[src/rtl/shiftObsPkg.sv]
package shiftObsPkg;
  localparam int SR_STAGES = 2;
  localparam int STATE_W   = 3;

  typedef enum logic [STATE_W-1:0] {
    ST_ONE   = 3'd1,
    ST_TWO   = 3'd2,
    ST_THREE = 3'd3,
    ST_FOUR  = 3'd4,
    ST_FIVE  = 3'd5
  } obsState_t;

  // strobes from control to datapath
  typedef struct packed {
    logic feedBit;   // value shifted into the first stage
    logic splitNext; // next value of the 2/3 separating bit
  } ctrlStrobe_t;

  // reset code: first stage 0, last stage 1 (state 1)
  localparam logic [SR_STAGES-1:0] RESET_CODE = SR_STAGES'(1) << (SR_STAGES-1);
endpackage

[src/rtl/shiftObsDatapath.sv]
module shiftObsDatapath
  import shiftObsPkg::*;
#(
  parameter int STAGES = SR_STAGES
) (
  input  logic              clk,
  input  logic              rst,
  input  ctrlStrobe_t       strobe,
  output logic [STAGES-1:0] shCode,
  output logic              splitBit,
  output logic              z1,
  output logic              z2
);
  localparam int LAST = STAGES - 1;
  localparam logic [STAGES-1:0] RST_VAL = SR_STAGES'(RESET_CODE);

  logic [STAGES-1:0] stageQ;
  logic              splitQ;

  always_ff @(posedge clk) begin
    if (rst) stageQ[0] <= RST_VAL[0];
    else     stageQ[0] <= strobe.feedBit;
  end

  genvar gi;
  generate
    for (gi = 1; gi < STAGES; gi++) begin : gCopy
      always_ff @(posedge clk) begin
        if (rst) stageQ[gi] <= RST_VAL[gi];
        else     stageQ[gi] <= stageQ[gi-1];
      end
    end
  endgenerate

  always_ff @(posedge clk) begin
    if (rst) splitQ <= 1'b0;
    else     splitQ <= strobe.splitNext;
  end

  assign shCode   = stageQ;
  assign splitBit = splitQ;
  assign z2       = stageQ[LAST];
  assign z1       = stageQ[0] | splitQ;
endmodule

[src/rtl/shiftObsControl.sv]
module shiftObsControl
  import shiftObsPkg::*;
#(
  parameter int STAGES = SR_STAGES
) (
  input  logic               x,
  input  logic [STAGES-1:0]  shCode,
  input  logic               splitBit,
  output ctrlStrobe_t        strobe,
  output logic [STATE_W-1:0] stateNum
);
  obsState_t curState;
  logic firstStage;
  logic lastStage;

  assign firstStage = shCode[0];
  assign lastStage  = shCode[STAGES-1];

  // decode shift-register code plus split bit into a state
  always_comb begin
    unique case ({firstStage, lastStage})
      2'b01:   curState = ST_ONE;
      2'b00:   curState = splitBit ? ST_THREE : ST_TWO;
      2'b10:   curState = ST_FOUR;
      default: curState = ST_FIVE;
    endcase
  end

  // feedback and split-bit logic
  always_comb begin
    strobe = '0;
    unique case (curState)
      ST_ONE:   strobe.feedBit = ~x;
      ST_TWO: begin
        strobe.feedBit   = 1'b0;
        strobe.splitNext = ~x;
      end
      ST_THREE: begin
        strobe.feedBit   = ~x;
        strobe.splitNext = x;
      end
      ST_FOUR:  strobe.feedBit = 1'b1;
      default:  strobe.feedBit = ~x;
    endcase
  end

  assign stateNum = STATE_W'(curState);
endmodule

[src/rtl/shiftObsMealy.sv]
module shiftObsMealy
  import shiftObsPkg::*;
(
  input  logic               clk,
  input  logic               rst,
  input  logic               x,
  output logic               z1,
  output logic               z2,
  output logic [STATE_W-1:0] stateNum
);
  ctrlStrobe_t          strobe;
  logic [SR_STAGES-1:0] shCode;
  logic                 splitBit;

  shiftObsControl #(.STAGES(SR_STAGES)) u_ctrl (
    .x        (x),
    .shCode   (shCode),
    .splitBit (splitBit),
    .strobe   (strobe),
    .stateNum (stateNum)
  );

  shiftObsDatapath #(.STAGES(SR_STAGES)) u_dp (
    .clk      (clk),
    .rst      (rst),
    .strobe   (strobe),
    .shCode   (shCode),
    .splitBit (splitBit),
    .z1       (z1),
    .z2       (z2)
  );
endmodule

[config.mk]
export PLATFORM = sky130hd
export DESIGN_NAME = shiftObsMealy
export DESIGN_NICKNAME = d
export VERILOG_FILES = /design/src/rtl/shiftObsPkg.sv /design/src/rtl/shiftObsDatapath.sv /design/src/rtl/shiftObsControl.sv /design/src/rtl/shiftObsMealy.sv
export SDC_FILE = /design/constraint.sdc
export NUM_CORES = 1
export LEC_CHECK = 0
export ABC_AREA = 1
export CELL_PAD_IN_SITES_DETAIL_PLACEMENT = 1
export CELL_PAD_IN_SITES_GLOBAL_PLACEMENT = 1
export CORE_AREA = 8 8 45 47
export DETAILED_ROUTE_END_ITERATION = 8
export DIE_AREA = 0 0 53 55
export GPL_TIMING_DRIVEN = 1
export HOLD_SLACK_MARGIN = 0.02
export PLACE_DENSITY_LB_ADDON = 0.15
export SLEW_MARGIN = 20
export SYNTH_ARGS = -nofsm -noshare
export SYNTH_HDL_FRONTEND = slang
export SYNTH_HIERARCHICAL = 1
export SYNTH_SLANG_ARGS = --single-unit
[constraint.sdc]
create_clock -name clk -period 1.6 [get_ports clk]
set_clock_uncertainty 0.2 [all_clocks]
set_input_delay 0.32 -clock clk [delete_from_list [all_inputs] [get_ports clk]]
set_output_delay 0.32 -clock clk [all_outputs]
set_load 0.005 [all_outputs]
---- Yosys cells after proc, flatten, opt, wreduce, memory -nomap -nowiden ----
Cells that the tools add are included.
storage, ports and cells
  ROM bits ................................ 0
  memories ................................ 0
  memory bits (writable) .................. 0
  flip-flop bits (word level) ............. 3
  bits in latches ......................... 0
  input bits .............................. 3
  word-level logic and storage cells ...... 15
  output and inout bits ................... 5
operators by class
  reductions and logical operators ........ 1
  $lt $le $gt $ge ......................... 0
  multiply operators ...................... 0
  multiplexer cells ....................... 4
  $add $sub $neg .......................... 0
  divide/modulo/power cells ............... 0
  shift operators ......................... 0
  bitwise operators ....................... 2
  equal/unequal tests ..................... 5
operator list
  kind                                                                   number
  3-bit one-hot mux with 3 select lines                                  1
  3-bit by 2-bit equality test with 1-bit output, second input constant  2
  1-bit one-hot mux with 2 select lines                                  2
  3-bit equality test, second input constant                             1
  2-bit by 1-bit equality test with 1-bit output, second input constant  1
  2-bit equality test, second input constant                             1
  2-bit zero test                                                        1
  1-bit 2-to-1 mux                                                       1
  1-bit inverter                                                         1
  1-bit bitwise OR                                                       1

---- Longest topological paths before layout ----
  word-level depth ........................ 4
  mapped depth ............................ 6
  depth with buffers taken out ............ 6

---- Cells and area by module ----
The synthesis kept the hierarchy.
modules (own cells, without submodules)
  module            cells each  area each (um^2)  instances  sequential area each (um^2)
  shiftObsDatapath  13          101.3             1          60.1
  shiftObsControl   12          50.0              1          0.0

---- Least setup slack after synthesis ----
OpenSTA, ideal clock, no wires.
  kind .................................... flip-flop to output port
  start point ............................. register u_dp.stageQ[1], in the netlist u_dp/z2
  end point ............................... output port stateNum[0]
  cell stages (with the launch flop) ...... 4
  path slack .............................. 0.508 ns
  data arrival time ....................... 0.572 ns
  cell sequence ........................... dfxtp_1 -> buf_4 -> inv_1 -> o21ai_0
between the ends
  word-level cells in the longest chain between the ends .. 2
  elaborated cells on any way between the ends .. 4
  classes of those cells .................. eq/ne: 2; mux: 1; reduce/logical: 1
ends and longest elaborated chain
  what                                         RTL line                text
  start, declared                              shiftObsDatapath.sv:17  logic [STAGES-1:0] stageQ;
  start signal, assigned by index              shiftObsDatapath.sv:29  if (rst) stageQ[gi] <= RST_VAL[gi];
  start signal, assigned by index              shiftObsDatapath.sv:30  else stageQ[gi] <= stageQ[gi-1];
  2-bit equality test (tied with other cells)  shiftObsControl.sv:21   unique case ({firstStage, lastStage})
  3-bit one-hot mux with 3 select lines *      shiftObsControl.sv:21
  end, declared                                shiftObsMealy.sv:9      output logic [STATE_W-1:0] stateNum
Every way passes the cells marked *; elsewhere a longest branch is shown, timed or not.

---- Worst setup path after layout ----
  start point ............................. register u_dp.splitQ, in the netlist u_dp/splitBit
  end point ............................... output port z1
between the ends
  word-level cells in the longest chain between the ends .. 1
ends and longest elaborated chain
  what                    RTL line                text
  start, declared         shiftObsDatapath.sv:18  logic splitQ;
  start signal, assigned  shiftObsDatapath.sv:37  else splitQ <= strobe.splitNext;
  1-bit bitwise OR        shiftObsDatapath.sv:43  assign z1 = stageQ[0] | splitQ;
  end, declared           shiftObsMealy.sv:7      output logic z1,
No other way between the ends.

==> results.txt <==
----------------------------------------------------
[Min path]
  Hold WC Path Type ... flop to flop
  HP Start ... u_dp/shCode[0]$_SDFF_PP0_

[Detailed routing]
  Post-detailed-route DRC marker count ... 0
  First-pass detailed-route iteration total ... 1
  Initial detailed-routing violation count ... 0
  Detailed-route wire length per cell ... ~8.3 um
  Via/cell ratio ... 3.32
  Routed Antenna Nets ... 0
  Routed Wire Length ... 441 um
  Number of vias after detailed routing ... 176

[Floorplanning]
  Vert. Die Dim ... 55 um
  Die outline width ... 53 um
  Row count ... 14
  Starting density of the core ... 10.9%
  Number of top-level pins ... 8
  Die Area ... 0.00292 mm2
  Core region area ... 0.00138 mm2

[Logic synthesis]
  Number of warnings printed during yosys synthesis ... 6
  Count of cell types in the netlist ... 8
  Summed instance area of the synthesized netlist ... 151 um2
  Portion of synthesized cell area occupied by the leading cell type ... 39.7%
  Number of standard cells after synthesis ... 25
  Net Count, Synth ... 28
  Dominant cells by area after synthesis ... sky130_fd_sc_hd__dfxtp_1 40%, sky130_fd_sc_hd__inv_1 17%, sky130_fd_sc_hd__nand2_1 12%
  Synthesized area per cell ... 6.06 um2
  Synthesis-stage register bit count ... 3
  Library cell occupying the most area in the post-synthesis netlist ... sky130_fd_sc_hd__dfxtp_1
  Portion of the post-synthesis area used by sequential elements ... approximately 40%

[Clock tree]
  Clock Tree Root ... sky130_fd_sc_hd__clkbuf_4
  Depth of the CTS H-tree ... 1
  Setup fix buffers added after clock tree synthesis ... 0
  Buffer levels on the longest clock path ... 2
  Sink count of the clock tree ... 3
  TritonCTS clock tree ... built
  Total CTS buffers ... 3
  Clock transition at the register clock pins on the worst setup and hold paths after CTS ... 40 ps
  Latest clock arrival within the worst-skew pair ... 230 ps

[Critical path]
  Crit start category ... flop
  Largest stage delay, worst path ... 300 ps
  Data arrival time at the worst-slack endpoint ... ~990 ps
  Worst-path cell chain ... buf_4, inv_1, nand2_1, dlygate4sd2_1
  Standard cell with the maximum stage delay on the critical path ... sky130_fd_sc_hd__dfxtp_1
  Top cell family by delay on the critical path ... buffers and inverters
  Max Fanout on Critical Path ... 2
  Flop2flop setup slack ... 550 ps
  Crit Reg-Reg Startpoint ... u_dp/splitBit$_SDFF_PP0_
  Required time of the critical path ... 1080 ps
  Worst setup path class ... flop to output port
  WP buf/inv ... 3
  Critical path startpoint ... u_dp/splitBit$_SDFF_PP0_
  Critical path endpoint category ... output port

[Global routing]
  Antenna violations before repair ... 0
  First-pass GRT wire length ... 703 um
  Grt ovf ... 0
  Largest net degree at the start of global routing ... 6
  Number of global-route vias before repair ... 191
  Combined global-route utilization of all metal layers ... 3.72%

[Cells and area]
  Nets ... 41
  Antenna Diode Count ... 0
  Share of layout cells above drive strength 1 ... between 20% and 30%
  Area overhead of the layout relative to synthesis ... 82.6%
  Number of fill cells in the layout ... about 180

[STA]
  Part of the cycle the worst path needs ... 94.5%
  Final setup slack of the worst path ... 88.1 ps
  Tightest Pin Transition ... 152 ps
  Tightest slew margin relative to the limit ... ~90%
  Number of slew-limit violations in the final report ... 0
  Final number of hold-violating endpoints ... 0
  Total negative slack ... 0 ps
  Highest clock rate ... roughly 660 MHz
  Unrepaired setup endpoints after global routing ... no
  # setup viols final ... 0
  WHS ... 289 ps
  Final critical path time including I/O delays and setup ... 1510 ps

[Pwr]
  Power Density ... 954 mW/mm2
  Max IR drop VDD ... 0.000292 V
  Total power consumption of the routed design ... 264 uW
  Static leakage ... 0.000146 uW

[Placed design]
  Half-perimeter wire length of the detailed placement result ... 365 um
  Setup slack after placement ... about 38 ps
  Last weighted congestion value of the routability-driven placer ... 0.674
  Port Buffers ... 7

[Run]
  Max capacitance violation total ... 0

[Status]
  Status ... completed

----------------------------------------------------
layout by cell type (no fill, tap or decap):
| cell type | netlist | final |
|---|---|---|
| sky130_fd_sc_hd__inv_1 | 7 | 7 |
| sky130_fd_sc_hd__nor2_1 | 5 | 5 |
| sky130_fd_sc_hd__nand2_1 | 5 | 5 |
| sky130_fd_sc_hd__dlygate4sd2_1 | 0 | 4 |
| sky130_fd_sc_hd__clkbuf_4 | 0 | 3 |
| sky130_fd_sc_hd__buf_4 | 1 | 3 |
| sky130_fd_sc_hd__clkdlybuf4s50_1 | 0 | 2 |
| sky130_fd_sc_hd__o21ai_0 | 2 | 2 |
| sky130_fd_sc_hd__dfxtp_2 | 0 | 2 |
| sky130_fd_sc_hd__clkbuf_1 | 1 | 1 |
| sky130_fd_sc_hd__clkdlybuf4s15_1 | 0 | 1 |
| sky130_fd_sc_hd__nor2_2 | 1 | 1 |
| sky130_fd_sc_hd__dfxtp_1 | 3 | 1 |
worst reg2reg max path: stages, from the launching register on:
cell	delay, ps
sky130_fd_sc_hd__dfxtp_1	320
sky130_fd_sc_hd__inv_1	50
sky130_fd_sc_hd__buf_4	130
sky130_fd_sc_hd__nand2_1	50
sky130_fd_sc_hd__nand2_1	50
sky130_fd_sc_hd__nor2_1	90
sky130_fd_sc_hd__inv_1	50
sky130_fd_sc_hd__nor2_1	70
flip-flops by register name, summed over array words and instances, names as in the netlist:
signal	flops
u_dp/shCode	1
u_dp/splitBit	1
u_dp/z2	1
synthesized netlist by cell type:
master,n
sky130_fd_sc_hd__dfxtp_1,3
sky130_fd_sc_hd__clkbuf_1,1
sky130_fd_sc_hd__buf_4,1
sky130_fd_sc_hd__inv_1,7
sky130_fd_sc_hd__nor2_2,1
sky130_fd_sc_hd__o21ai_0,2
sky130_fd_sc_hd__nand2_1,5
sky130_fd_sc_hd__nor2_1,5
path summary, 6_finish.rpt:
| kind | to | cells after the start |
|---|---|---|
| max | z1 | 4 |
| max reg2reg | u_dp/splitBit$_SDFF_PP0_ | 7 |
| min reg2reg | u_dp/z2$_SDFF_PP1_ | 2 |
| min | u_dp/z2$_SDFF_PP1_ | 2 |
metal layers:
metal | global-route usage (%) | share of wire (%) | vias up
met1 | 3.04 | 38 | 79
met2 | 4.69 | 45 | 6
li1 | - | - | 91
met3 | 2.41 | 17 | 0
met5 | 0 | 0 | -
met4 | 6.47 | 0 | 0
area by class of cell:
cell class	count	area, um2	area share [%]
Multi-Input combinational cell	13	53.8	19.5
Sequential cell	3	62.6	22.6
Clock buffer	4	26.3	9.50
Inverter	7	26.3	9.50
Timing Repair Buffer	10	87.6	31.7
Tap cell	16	20.0	7.24
power breakdown:
group          internal, uW  total [uW]  switching, uW  leakage (uW)
Combinational          26.2        45.3           19.1      0.000106
Clock                  93.5         133           39.3     0.0000150
Sequential             81.1        85.8           4.69     0.0000251
what timing repair did:
item,in CTS,in global routing
hold buffers,0,0
setup endpoints to repair,5,1
resized for setup,7,1
per-stage QoR:
stage,cells,cell area (um2),util [%]
3_5_place_dp,49,253,18.3
6_report,53,277,20.0
5_1_grt,53,277,20.0
3_3_place_gp,49,253,18.3
2_1_floorplan,25,151,-
4_1_cts,53,275,19.9
cell families after synthesis:
family | after synthesis | synth area share [%]
simple gates | 11 | 28.9
buf+inv | 9 | 24.8
flops | 3 | 39.7
compound gates | 2 | 6.61
Power figures use the tool's default switching activity.
